File: src/rtl/pirq_pkg.sv
package pirq_pkg;

  localparam int ROUTE_W = 4;

  // Bit offset of each pin's route nibble inside the flattened window
  // (byte 0 at bits [7:0]); the layout is irregular and fixed.
  function automatic int route_lsb(input int pin);
    case (pin)
      0:       return 4;
      1:       return 8;
      2:       return 12;
      3:       return 20;
      default: return 0;
    endcase
  endfunction

  // Zero disconnects, code 2 and the top line are reserved.
  function automatic logic route_ok(input logic [ROUTE_W-1:0] r, input int lines);
    return (r != '0) && (r != ROUTE_W'(2)) && (int'(r) < lines - 1);
  endfunction

endpackage

File: src/rtl/pirq_sync.sv
module pirq_sync #(
  parameter int WIDTH  = 4,
  parameter int STAGES = 2
) (
  input  logic             clk,
  input  logic             rst,
  input  logic [WIDTH-1:0] d,
  output logic [WIDTH-1:0] q
);

  logic [WIDTH-1:0] stage [STAGES];

  generate
    for (genvar s = 0; s < STAGES; s++) begin : g_stage
      if (s == 0) begin : g_first
        always_ff @(posedge clk) begin
          if (rst) stage[0] <= '0;
          else     stage[0] <= d;
        end
      end else begin : g_next
        always_ff @(posedge clk) begin
          if (rst) stage[s] <= '0;
          else     stage[s] <= stage[s-1];
        end
      end
    end
  endgenerate

  assign q = stage[STAGES-1];

endmodule

File: src/rtl/pirq_cfg_regs.sv
module pirq_cfg_regs #(
  parameter int              ADDR_W    = 8,
  parameter int              DATA_W    = 8,
  parameter int              NUM_REGS  = 3,
  parameter logic [ADDR_W-1:0] BASE_ADDR = 8'h55,
  localparam int             IDX_W     = (NUM_REGS > 1) ? $clog2(NUM_REGS) : 1,
  localparam int             FLAT_W    = NUM_REGS * DATA_W
) (
  input  logic              clk,
  input  logic              rst,
  input  logic [ADDR_W-1:0] addr,
  input  logic              wr_en,
  input  logic [DATA_W-1:0] wdata,
  output logic [DATA_W-1:0] rdata,
  output logic [FLAT_W-1:0] cfg_flat
);

  logic [DATA_W-1:0] regs [NUM_REGS];
  logic [DATA_W-1:0] rd_q;
  logic              hit;
  logic [IDX_W-1:0]  idx;

  assign hit = (addr >= BASE_ADDR) && ({1'b0, addr} < ({1'b0, BASE_ADDR} + (ADDR_W+1)'(NUM_REGS)));
  assign idx = IDX_W'(addr - BASE_ADDR);

  generate
    for (genvar i = 0; i < NUM_REGS; i++) begin : g_reg
      always_ff @(posedge clk) begin
        if (rst)                                    regs[i] <= '0;
        else if (wr_en && hit && (idx == IDX_W'(i))) regs[i] <= wdata;
      end
      assign cfg_flat[i*DATA_W +: DATA_W] = regs[i];
    end
  endgenerate

  always_ff @(posedge clk) begin
    if (rst)      rd_q <= '0;
    else if (hit) rd_q <= regs[idx];
    else          rd_q <= '0;
  end

  assign rdata = rd_q;


  reset_read_zero_chk: assert property (@(posedge clk) rst |=> (rd_q == '0));

  write_store_chk: assert property (@(posedge clk) disable iff (rst)
    (wr_en && hit) |=> (regs[$past(idx)] == $past(wdata)));

  outside_read_zero_chk: assert property (@(posedge clk) disable iff (rst)
    !hit |=> (rd_q == '0));

  outside_write_keep_chk: assert property (@(posedge clk) disable iff (rst)
    !(wr_en && hit) |=> (cfg_flat == $past(cfg_flat)));

endmodule

File: src/rtl/pirq_route_map.sv
module pirq_route_map
  import pirq_pkg::*;
#(
  parameter int NUM_PINS  = 4,
  parameter int NUM_LINES = 16,
  parameter int CFG_W     = 24
) (
  input  logic                 clk,
  input  logic                 rst,
  input  logic [CFG_W-1:0]     cfg_flat,
  input  logic [NUM_PINS-1:0]  pins,
  output logic [NUM_LINES-1:0] irq
);

  logic [NUM_LINES-1:0] hit [NUM_PINS];
  logic [NUM_LINES-1:0] merged;
  logic [NUM_LINES-1:0] irq_q;

  generate
    for (genvar p = 0; p < NUM_PINS; p++) begin : g_pin
      logic [ROUTE_W-1:0]   route;
      logic                 valid;
      logic [NUM_LINES-1:0] onehot;
      assign route  = cfg_flat[route_lsb(p) +: ROUTE_W];
      assign valid  = route_ok(route, NUM_LINES);
      assign onehot = {{(NUM_LINES-1){1'b0}}, 1'b1} << route;
      assign hit[p] = (valid && pins[p]) ? onehot : '0;
    end
  endgenerate

  always_comb begin
    merged = '0;
    for (int p = 0; p < NUM_PINS; p++) merged = merged | hit[p];
  end

  always_ff @(posedge clk) begin
    if (rst) irq_q <= '0;
    else     irq_q <= merged;
  end

  assign irq = irq_q;


  reset_irq_zero_chk: assert property (@(posedge clk) rst |=> (irq_q == '0));

  reserved_lines_chk: assert property (@(posedge clk) disable iff (rst)
    (irq_q[0] == 1'b0) && (irq_q[2] == 1'b0) && (irq_q[NUM_LINES-1] == 1'b0));

  idle_pins_chk: assert property (@(posedge clk) disable iff (rst)
    (pins == '0) |=> (irq_q == '0));

  active_count_chk: assert property (@(posedge clk) disable iff (rst)
    $countones(irq_q) <= NUM_PINS);

endmodule

File: src/rtl/pci_irq_router.sv
module pci_irq_router
  import pirq_pkg::*;
#(
  parameter int          NUM_PINS    = 4,
  parameter int          NUM_LINES   = 16,
  parameter int          ADDR_W      = 8,
  parameter int          DATA_W      = 8,
  parameter int          NUM_REGS    = 3,
  parameter int          SYNC_STAGES = 2,
  parameter logic [7:0]  BASE_ADDR   = 8'h55,
  localparam int         CFG_W       = NUM_REGS * DATA_W
) (
  input  logic                 clk,
  input  logic                 rst,
  input  logic [NUM_PINS-1:0]  pin_in,
  input  logic [ADDR_W-1:0]    cfg_addr,
  input  logic                 cfg_wr_en,
  input  logic [DATA_W-1:0]    cfg_wdata,
  output logic [DATA_W-1:0]    cfg_rdata,
  output logic [NUM_LINES-1:0] irq_out
);

  logic [NUM_PINS-1:0] pins_s;
  logic [CFG_W-1:0]    cfg_flat;

  pirq_sync #(
    .WIDTH  (NUM_PINS),
    .STAGES (SYNC_STAGES)
  ) u_sync (
    .clk (clk),
    .rst (rst),
    .d   (pin_in),
    .q   (pins_s)
  );

  pirq_cfg_regs #(
    .ADDR_W    (ADDR_W),
    .DATA_W    (DATA_W),
    .NUM_REGS  (NUM_REGS),
    .BASE_ADDR (ADDR_W'(BASE_ADDR))
  ) u_cfg (
    .clk      (clk),
    .rst      (rst),
    .addr     (cfg_addr),
    .wr_en    (cfg_wr_en),
    .wdata    (cfg_wdata),
    .rdata    (cfg_rdata),
    .cfg_flat (cfg_flat)
  );

  pirq_route_map #(
    .NUM_PINS  (NUM_PINS),
    .NUM_LINES (NUM_LINES),
    .CFG_W     (CFG_W)
  ) u_map (
    .clk      (clk),
    .rst      (rst),
    .cfg_flat (cfg_flat),
    .pins     (pins_s),
    .irq      (irq_out)
  );

endmodule

File: config.mk
export PLATFORM = sky130hd
export DESIGN_NAME = pci_irq_router
export DESIGN_NICKNAME = d
export VERILOG_FILES = /design/src/rtl/pirq_pkg.sv /design/src/rtl/pirq_sync.sv /design/src/rtl/pirq_cfg_regs.sv /design/src/rtl/pirq_route_map.sv /design/src/rtl/pci_irq_router.sv
export SDC_FILE = /design/constraint.sdc
export NUM_CORES = 1
export LEC_CHECK = 0
export BUFFER_PORTS_ARGS = -buffer_cell sky130_fd_sc_hd__buf_2
export CORE_MARGIN = 3
export CORE_UTILIZATION = 55
export CTS_CLUSTER_SIZE = 40
export DETAILED_ROUTE_END_ITERATION = 6
export PLACE_DENSITY = 0.79
export SYNTH_ARGS = -nofsm -noshare
export SYNTH_HDL_FRONTEND = slang
export SYNTH_HIERARCHICAL = 1
export SYNTH_SLANG_ARGS = --single-unit
File: constraint.sdc
create_clock -name clk -period 4.22 [get_ports clk]
set_input_delay 1.055 -clock clk [delete_from_list [all_inputs] [get_ports clk]]
set_output_delay 1.055 -clock clk [all_outputs]
set_load 0.02 [all_outputs]
==> metrics, run 1 <==
dominant synthesized flop cell dfxtp_1; Clock Tree Buf Depth 2; Skew-Pair Late Insertion Delay 0.31 ns; commonest non-fill, non-tap cell in the layout buf_2; Period minus WS final 3.18 ns; max-cap violation count 0; Post-CTS Setup Inserts 0; initial antenna violation count 0; PwrDens 335 mW/mm^2; Placer Congestion 0.975; FFs w/ async S/R, synth 0%; via count 1964; Setup crit start cfg_addr[0]; sequential fraction of the synthesis area 53.0%; max incr delay on CP 0.66 ns; critical path depth in cells 6; placed wire-length estimate 4150 um; Yosys top cell by area edfxtp_1; IO Port Bufs 46; Initial Util 57.8%; Filler Cells Inserted 361; top cells by area, synth edfxtp_1 (28%), dfxtp_1 (25%), a2111oi_2 (4.7%), and3_1 (4.6%), a32oi_1 (3.8%); Remaining DRCs 0; Die Width 74.3 um; WS Path Type input pin to register; Tot Pwr 0.000975 W; H-tree levels 2; Synth Warn # 6; row count 24; peak supply drop 0.167 mV; endpoints failing hold 0; final WL 5680 um; #FFs+latches synth 56; slowest CP cell or4_1; worst endpoint data arrival time 3.14 ns; Antenna Nets Post-Route 0; Yosys top cell area share 28.1%; Avg WL per Cell 17.7 um; GRT overflow 0; die area 0.00553 sq mm; global-route wire length before repair 8890 um; worst r2r dst u_map/irq[4]$_SDFF_PP0_; FF-to-FF Start u_cfg/regs[2][4]$_SDFFCE_PN0P_; Tot GR Track Use 21.6%; crit path cell chain buf_2 -> inv_1 -> ha_1 -> nor2b_1 -> or4_1 -> o21bai_1; Worst-Margin Slew 0.953 ns; Avg Cell Area, Syn 11.6 sq um; Pre-antenna DRT Iters 5; Worst-path clk slew 0.10 ns; PostCTS Resize Cnt 0; CTS buffer count 5; Reg area 0.00136 sq mm; Crit. End Element register; maximum number of pins on one net before global-route repair 35; layout cells sized above 1 27.9%; Initial DRC Count 395; Final setup viols 0; TritonCTS clock tree built; diode count 0; Worst Skew 0.00866 ns; area of the multi-input gates 0.00115 sq mm; leakage 1.18 nW; CP delay by family, top simple AND/OR/NAND/NOR gates; routed vias/inst 6.12; area grow syn2layout 13.3%; crit path max fanout 12; CORE AREA 0.00444 sq mm; Setup crit end u_cfg/regs[2][6]$_SDFFCE_PN0P_; Critical Path RT 4.17 ns; crit path launch type input pin; Mapped Area 0.00257 sq mm; hold_buf cts 0; vias in the first global route 1790; Buf+Inv Stages, Crit Path 2; Final #Nets 296; number of flops mapped to enable cells by yosys 24; Num Clock Sinks 56; Gate Count Post-Synth 222; clock root buffer clkbuf_8; Die Y 74.3 um; io pins 47; Setup TNS Final 0 ns; Relative slew margins 36.3%; period utilisation layout 75.4%; most frequent cells in the layout buf_2 (46), dfxtp_1 (32), edfxtp_1 (24); status finished, final reports clean; Fmax 314 MHz; worst min-delay path class register to register; reg2reg path depth 3; Slew Viols, Final 0; Worst R2R Setup Slack 2.93 ns; Distinct cells, synth 36; RSZ-0062 raised after global routing no
-- kinds of logic (layout without fill, tap and decap cells) --
kind of cell | count (synthesis) | in the layout | share of synthesized area (%)
adder cells (fa/ha/maj) | 5 | 5 | 2.44
buffers and inverters | 13 | 58 | 2.63
flip-flops | 56 | 56 | 53.0
multiplexers | 8 | 8 | 3.12
AND/OR/NAND/NOR | 92 | 92 | 23.2
AO/OA/AOI/OAI | 47 | 47 | 15.5
other | 1 | 3 | 0.146
-- per-layer routing --
| metal | part of all wire [%] | up-vias | GRT usage (%) |
|---|---|---|---|
| li1 | - | 936 | - |
| met1 | 41 | 894 | 29.9 |
| met2 | 48 | 124 | 34.9 |
| met3 | 9.3 | 10 | 4.32 |
| met4 | 1.6 | 0 | 6.13 |
| met5 | 0 | - | 0 |
-- Yosys cell counts (2+ instances only) --
cell and number:
dfxtp_1 32, edfxtp_1 24, and3_1 19, nor2_1 13, a22oi_1 12, a32oi_1 11, nand2_1 11, a21oi_1 10
nor2b_1 10, a2111oi_2 8, mux2i_1 8, and3b_1 7, nor3_2 7, and2b_1 6, ha_1 5, nand3_1 5
a31oi_1 3, clkbuf_1 3, inv_1 3, nor3b_2 3, o21bai_1 3, and2_0 2, buf_1 2, buf_6 2
clkbuf_2 2
-- through the flow --
stage | utilization [%] | hold WS [ns] | setup slack, ns | instance area [sq um] | cells
after detailed placement | 63.5 | 0.422 | 0.693 | 2820 | 313
after floorplan | - | 0.414 | 0.728 | 2580 | 224
after CTS | 65.5 | 0.445 | 1.04 | 2910 | 321
final | 65.5 | 0.444 | 1.04 | 2910 | 321
after global routing | 65.5 | 0.470 | 0.929 | 2910 | 321
after global placement | 63.5 | 0.419 | 0.814 | 2820 | 313
-- state kept, by name, summed over array words and instances, names as in the netlist --
signal        count
u_cfg/rdata       8
u_cfg/regs       24
u_map/irq        16
u_sync/stage      8
-- area by class of cell --
cell class                      count  area share [%]
Clock buffer                        6            2.49
Clock inverter                      2           0.559
Multi-Input combinational cell    155            39.4
Tap cell                           52            2.23
Sequential cell                    56            46.8
Inverter                            3           0.387
Timing Repair Buffer               47            8.17
-- power by group --
| part | total (W) | switching (W) | internal (W) | leakage, nW |
|---|---|---|---|---|
| clock | 0.000285 | 0.000167 | 0.000118 | 0.0414 |
| sequential | 0.000603 | 0.0000197 | 0.000583 | 0.489 |
| combinational | 0.0000869 | 0.0000564 | 0.0000304 | 0.653 |
| total | 0.000975 | 0.000243 | 0.000732 | 1.18 |
-- how the worst min path moves through the flow --
stage,start,to,slack (ns),depth (start not counted)
after global placement,u_sync/stage[0][3]$_SDFF_PP0_,u_sync/stage[1][3]$_SDFF_PP0_,0.42,1
after floorplan,u_sync/stage[0][0]$_SDFF_PP0_,u_sync/stage[1][0]$_SDFF_PP0_,0.41,1
final,u_sync/stage[0][1]$_SDFF_PP0_,u_sync/stage[1][1]$_SDFF_PP0_,0.44,1
after global routing,u_sync/stage[0][1]$_SDFF_PP0_,u_sync/stage[1][1]$_SDFF_PP0_,0.47,1
after detailed placement,u_sync/stage[0][1]$_SDFF_PP0_,u_sync/stage[1][1]$_SDFF_PP0_,0.42,1
after CTS,u_sync/stage[0][1]$_SDFF_PP0_,u_sync/stage[1][1]$_SDFF_PP0_,0.44,1
No activity file was read; power rests on OpenSTA's default activity.
==> run 2: changes to the inputs <==
==> constraint.sdc (replaced) <==
create_clock -name clk -period 3 [get_ports clk]
set_input_delay 0.75 -clock clk [delete_from_list [all_inputs] [get_ports clk]]
set_output_delay 0.75 -clock clk [all_outputs]
set_load 0.02 [all_outputs]
==> run 2 against run 1 <==
Net effect:
- hold slack about the same
- cell count increased by 0.62%
- clock skew about the same
- power increased by 49%
- clock-buffer cell count unchanged
==> metrics, run 2 (same netlist as run 1, synthesis figures left out) <==
area of the multi-input gates 0.00116 sq mm (was 0.00115 sq mm); Die Width 74.3 um (unchanged); Post-CTS Setup Inserts 0 (unchanged); io pins 47 (unchanged); Tot GR Track Use 21.6% (about the same); status finished, final reports clean (unchanged); layout cells sized above 1 29.5% (was 27.9%); Initial DRC Count 262 (was 395); WS Path Type input pin to register (unchanged); CORE AREA 0.00444 sq mm (unchanged); area grow syn2layout 15.1% (was 13.3%); crit path cell chain buf_2 -> buf_4 -> ha_1 -> nor2b_1 -> or4_1 -> o21bai_2 (was buf_2 -> inv_1 -> ha_1 -> nor2b_1 -> or4_1 -> o21bai_1); Buf+Inv Stages, Crit Path 2 (unchanged); slowest CP cell or4_1 (unchanged); endpoints failing hold 0 (unchanged); H-tree levels 2 (unchanged); Slew Viols, Final 0 (unchanged); Worst-path clk slew 0.09 ns (was 0.10 ns); PostCTS Resize Cnt 0 (unchanged); TritonCTS clock tree built (unchanged); worst min-delay path class register to register (unchanged); Placer Congestion 0.957 (was 0.975); Largest Register u_cfg/regs (unchanged); Reg area 0.00136 sq mm (unchanged); period utilisation layout 81.0%; peak supply drop 0.289 mV (was 0.167 mV); Antenna Nets Post-Route 0 (unchanged); Final #Nets 298 (was 296); initial antenna violation count 0 (unchanged); final WL 5760 um (was 5680 um); max FFs per register 24 (unchanged); worst endpoint data arrival time 2.40 ns (was 3.14 ns); met1 Use GR 28.7% (was 29.9%); CP delay by family, top simple AND/OR/NAND/NOR gates (unchanged); Pre-antenna DRT Iters 4 (was 5); Fmax 411 MHz; IO Port Bufs 46 (unchanged); GRT overflow 0 (unchanged); Setup TNS Final 0 ns (unchanged); Avg WL per Cell 17.8 um (was 17.7 um); Filler Cells Inserted 366 (was 361); Num Clock Sinks 56 (unchanged); met3 usage 5.41% (was 4.32%); clock root buffer clkbuf_8 (unchanged); Critical Path RT 2.96 ns (was 4.17 ns); max incr delay on CP 0.65 ns (was 0.66 ns); placed wire-length estimate 4130 um (was 4150 um); CTS buffer count 5 (unchanged); most frequent cells in the layout buf_2 (46), dfxtp_1 (32), edfxtp_1 (24) (unchanged); Clock Tree Buf Depth 2 (unchanged); vias in the first global route 1738 (was 1790); leakage 1.21 nW (was 1.18 nW); crit path max fanout 11 (was 12); Die Y 74.3 um (unchanged); Worst R2R Setup Slack 1.68 ns (was 2.93 ns); commonest non-fill, non-tap cell in the layout buf_2 (unchanged); PwrDens 490 mW/mm^2 (was 335 mW/mm^2); via count 1955 (was 1964); hold_buf cts 0 (unchanged); Remaining DRCs 0 (unchanged); Crit. End Element register (unchanged); die area 0.00553 sq mm (unchanged); maximum number of pins on one net before global-route repair 35 (unchanged); global-route wire length before repair 8850 um (was 8890 um); max-cap violation count 0 (unchanged); row count 24 (unchanged); Final setup viols 0 (unchanged); Skew-Pair Late Insertion Delay 0.31 ns (about the same); Worst Skew 0.00874 ns (was 0.00866 ns); Initial Util 57.8% (unchanged); grt met2 use 33.8% (was 34.9%); crit path launch type input pin (unchanged); worst hold slack 0.443 ns (was 0.444 ns); Worst-Margin Slew 1.09 ns (was 0.953 ns); routed vias/inst 6.05 (was 6.12); Period minus WS final 2.43 ns; RSZ-0062 raised after global routing no (unchanged); Relative slew margins 27.4% (was 36.3%); diode count 0 (unchanged); GRT busiest layer met2 (unchanged)
run 2: layout make-up:
cell class	count	area share [%]
tap	52	2.20
timing repair buffer	49	8.55
clock inverter	2	1.18
clock buffer	6	2.45
sequential	56	46.0
inverter	3	0.381
multi-input combinational	155	39.2
run 2: power breakdown:
| group | internal (W) | total, W | switching (W) |
|---|---|---|---|
| Sequential | 0.000820 | 0.000847 | 0.0000271 |
| Combinational | 0.0000446 | 0.000124 | 0.0000796 |
| Clock | 0.000248 | 0.000479 | 0.000231 |
run 2: worst register-to-register path: cells and delay by family, from the launching register on:
| kind | cells | cell delay (ns) |
|---|---|---|
| DFF | 1 | 0.52 |
| AOI/OAI and AO/OA | 2 | 0.35 |
| and+or+nand+nor | 1 | 0.37 |
run 2: worst paths after layout:
kind | start | endpoint | cells after the start
worst max-delay path | cfg_addr[0] | u_cfg/regs[0][5]$_SDFFCE_PN0P_ | 6
worst min-delay path | u_sync/stage[0][2]$_SDFF_PP0_ | u_sync/stage[1][2]$_SDFF_PP0_ | 1
worst max register to register | u_cfg/regs[0][5]$_SDFFCE_PN0P_ | u_map/irq[13]$_SDFF_PP0_ | 3
worst min register to register | u_sync/stage[0][2]$_SDFF_PP0_ | u_sync/stage[1][2]$_SDFF_PP0_ | 1
run 2: routing by layer:
| layer | part of all wire, % | wire length, um | up-vias |
|---|---|---|---|
| li1 | - | - | 935 |
| met1 | 43 | 2480 | 888 |
| met2 | 47 | 2700 | 120 |
| met3 | 8.6 | 497 | 12 |
| met4 | 1.4 | 83 | 0 |
| met5 | 0 | 0 | - |
run 2: metrics by stage:
stage / instance area (sq um) / cells / total power, W / util [%] / worst slack [ns]
floorplan: 2590 / 224 / 0.000934 / - / 0.189
global placement: 2850 / 315 / 0.000983 / 64.1 / 0.317
global route: 2960 / 323 / 0.00150 / 66.5 / 0.509
finish: 2960 / 323 / 0.00145 / 66.5 / 0.569
CTS: 2960 / 323 / 0.00146 / 66.5 / 0.603
detailed placement: 2850 / 315 / 0.000985 / 64.1 / 0.261
==> run 3: changes to the inputs <==
==> constraint.sdc (replaced) <==
create_clock -name clk -period 2.24 [get_ports clk]
set_input_delay 0.56 -clock clk [delete_from_list [all_inputs] [get_ports clk]]
set_output_delay 0.56 -clock clk [all_outputs]
set_load 0.02 [all_outputs]
==> run 3 against run 2 <==
Net effect:
- worst setup slack worse by 0.36 ns
- utilization up 3.0 points
- sequential cell count unchanged
- die area unchanged
- cell count up 2.8%
- clock skew down 0.0033 ns
- critical endpoint is now u_cfg/regs[1][0]$_SDFFCE_PN0P_
- largest cell class unchanged
- largest power group unchanged
==> metrics, run 3 (same netlist as run 1, synthesis figures left out) <==
Final setup viols 0 (unchanged); clock root buffer clkbuf_8 (unchanged); maximum number of pins on one net before global-route repair 20 (was 35); met1 Use GR 27.6% (was 28.7%); Remaining DRCs 0 (unchanged); Critical Path RT 2.22 ns (was 2.96 ns); Setup TNS Final 0 ns (unchanged); FF-to-FF Start u_cfg/regs[0][5]$_SDFFCE_PN0P_ (unchanged); period utilisation layout 90.5%; placed wire-length estimate 4370 um (was 4130 um); worst min-delay path class register to register (unchanged); Crit. End Element register (unchanged); Die Y 74.3 um (unchanged); Final #Nets 307 (was 298); IO Port Bufs 46 (unchanged); Clock Tree Buf Depth 2 (unchanged); slowest CP cell or4_1 (unchanged); commonest non-fill, non-tap cell in the layout buf_2 (unchanged); dpl cell area 0.00298 sq mm (was 0.00285 sq mm); Initial Util 57.8% (unchanged); crit path cell chain buf_2 -> inv_1 -> ha_1 -> nor2b_4 -> or4_1 -> buf_4 -> o21bai_4 (was buf_2 -> buf_4 -> ha_1 -> nor2b_1 -> or4_1 -> o21bai_2); worst hold slack 0.449 ns (was 0.443 ns); peak supply drop 0.552 mV (was 0.289 mV); area grow syn2layout 20.2% (was 15.1%); reg2reg path depth 3 (unchanged); vias in the first global route 1891 (was 1738); via count 2047 (was 1955); PwrDens 636 mW/mm^2 (was 490 mW/mm^2); crit path launch type input pin (unchanged); Buf+Inv Stages, Crit Path 3 (was 2); CORE AREA 0.00444 sq mm (unchanged); Worst Hold Path Cells 1 (unchanged); max FFs per register 24 (unchanged); crit path max fanout 8 (was 11); final WL 5930 um (was 5760 um); Tot GR Track Use 22.2% (was 21.6%); Period minus WS final 2.03 ns; CP delay by family, top simple AND/OR/NAND/NOR gates (unchanged); Num Clock Sinks 56 (unchanged); Largest Register u_cfg/regs (unchanged); Die Width 74.3 um (unchanged); final instance area 0.00309 sq mm (was 0.00296 sq mm); Skew-Pair Late Insertion Delay 0.30 ns (was 0.31 ns); global-route wire length before repair 9210 um (was 8850 um); io pins 47 (unchanged); initial antenna violation count 0 (unchanged); Hold Path End u_sync/stage[1][2]$_SDFF_PP0_ (unchanged); grt met2 use 38.8% (was 33.8%); Tot Pwr 0.00197 W (was 0.00145 W); worst r2r dst u_map/irq[13]$_SDFF_PP0_ (unchanged); Initial DRC Count 268 (was 262); PostCTS Resize Cnt 0 (unchanged); Worst Skew 0.00540 ns (was 0.00874 ns); CTS buffer count 5 (unchanged); diode count 0 (unchanged); Placer Congestion 0.915 (was 0.957); Worst R2R Setup Slack 0.94 ns (was 1.68 ns); Fmax 493 MHz; worst endpoint data arrival time 2.01 ns (was 2.40 ns); GRT busiest layer met2 (unchanged); layout cells sized above 1 33.2% (was 29.5%); Post-CTS Setup Inserts 0 (unchanged); hold_buf cts 0 (unchanged); H-tree levels 2 (unchanged); max-cap violation count 0 (unchanged); die area 0.00553 sq mm (unchanged); Slew Viols, Final 0 (unchanged); status finished, final reports clean (unchanged); Avg WL per Cell 17.9 um (was 17.8 um); GRT overflow 0 (unchanged); row count 24 (unchanged); routed vias/inst 6.17 (was 6.05); Setup crit start cfg_addr[1] (was cfg_addr[0]); Hold Crit Start u_sync/stage[0][2]$_SDFF_PP0_ (unchanged); max incr delay on CP 0.50 ns (was 0.65 ns); leakage 1.27 nW (was 1.21 nW); RSZ-0062 raised after global routing no (unchanged); Antenna Nets Post-Route 0 (unchanged); TritonCTS clock tree built (unchanged); WS Path Type input pin to register (unchanged); met3 usage 5.00% (was 5.41%); endpoints failing hold 0 (unchanged); Pre-antenna DRT Iters 5 (was 4); most frequent cells in the layout buf_2 (46), dfxtp_1 (32), edfxtp_1 (24) (unchanged); Worst-path clk slew 0.10 ns (was 0.09 ns)
run 3: cell types whose count changed in the layout (fill, tap and decap cells not counted):
cell        delta
buf_4          +8
ha_4           +1
buf_12         +1
clkbuf_1       -1
o21bai_2       -3
inv_6          +1
nor2b_1        -1
ha_1           -1
nor2b_4        +1
inv_1          -1
o21bai_4       +3
clkinvlp_4     +1
run 3: area by class of cell:
type	count	area [sq um]
clock buffer	5	68.8
clock inverter	3	42.5
fill	355	1360
inverter	3	16.3
multi-input combinational	155	1200
sequential	56	1360
tap	52	65.1
timing repair buffer	58	333
run 3: worst register-to-register path: cells and delay by family, from the launching register on:
family | cells | cell delay [ns]
AO/OA/AOI/OAI | 2 | 0.33
AND/OR/NAND/NOR | 1 | 0.38
flip-flops | 1 | 0.52
run 3: layer usage:
layer	wire, um	vias to the layer above	share of wire (%)
li1	-	954	-
met1	2320	964	39
met2	3090	115	52
met3	421	14	7.1
met4	104	0	1.8
met5	0	-	0
run 3: power by group:
part	internal [W]	switching, W	total [W]
Sequential	0.00110	0.0000390	0.00114
Combinational	0.0000753	0.000111	0.000186
Clock	0.000331	0.000311	0.000642
run 3: how the worst max path moves through the flow:
stage	to	slack, ns	cells past startpoint
floorplan	u_cfg/regs[2][0]$_SDFFCE_PN0P_	-0.12	8
global route	u_cfg/regs[1][3]$_SDFFCE_PN0P_	0.12	7
CTS	u_cfg/regs[2][7]$_SDFFCE_PN0P_	0.21	7
global placement	u_cfg/regs[2][6]$_SDFFCE_PN0P_	-0.08	7
detailed placement	u_cfg/regs[2][1]$_SDFFCE_PN0P_	-0.12	7
finish	u_cfg/regs[1][0]$_SDFFCE_PN0P_	0.21	7
run 3: metrics by stage:
step	setup slack, ns	utilization, %	instances
global placement	-0.0815	67.0	324
floorplan	-0.124	-	224
detailed placement	-0.118	67.0	324
global route	0.122	69.5	332
CTS	0.205	69.5	332
finish	0.212	69.5	332
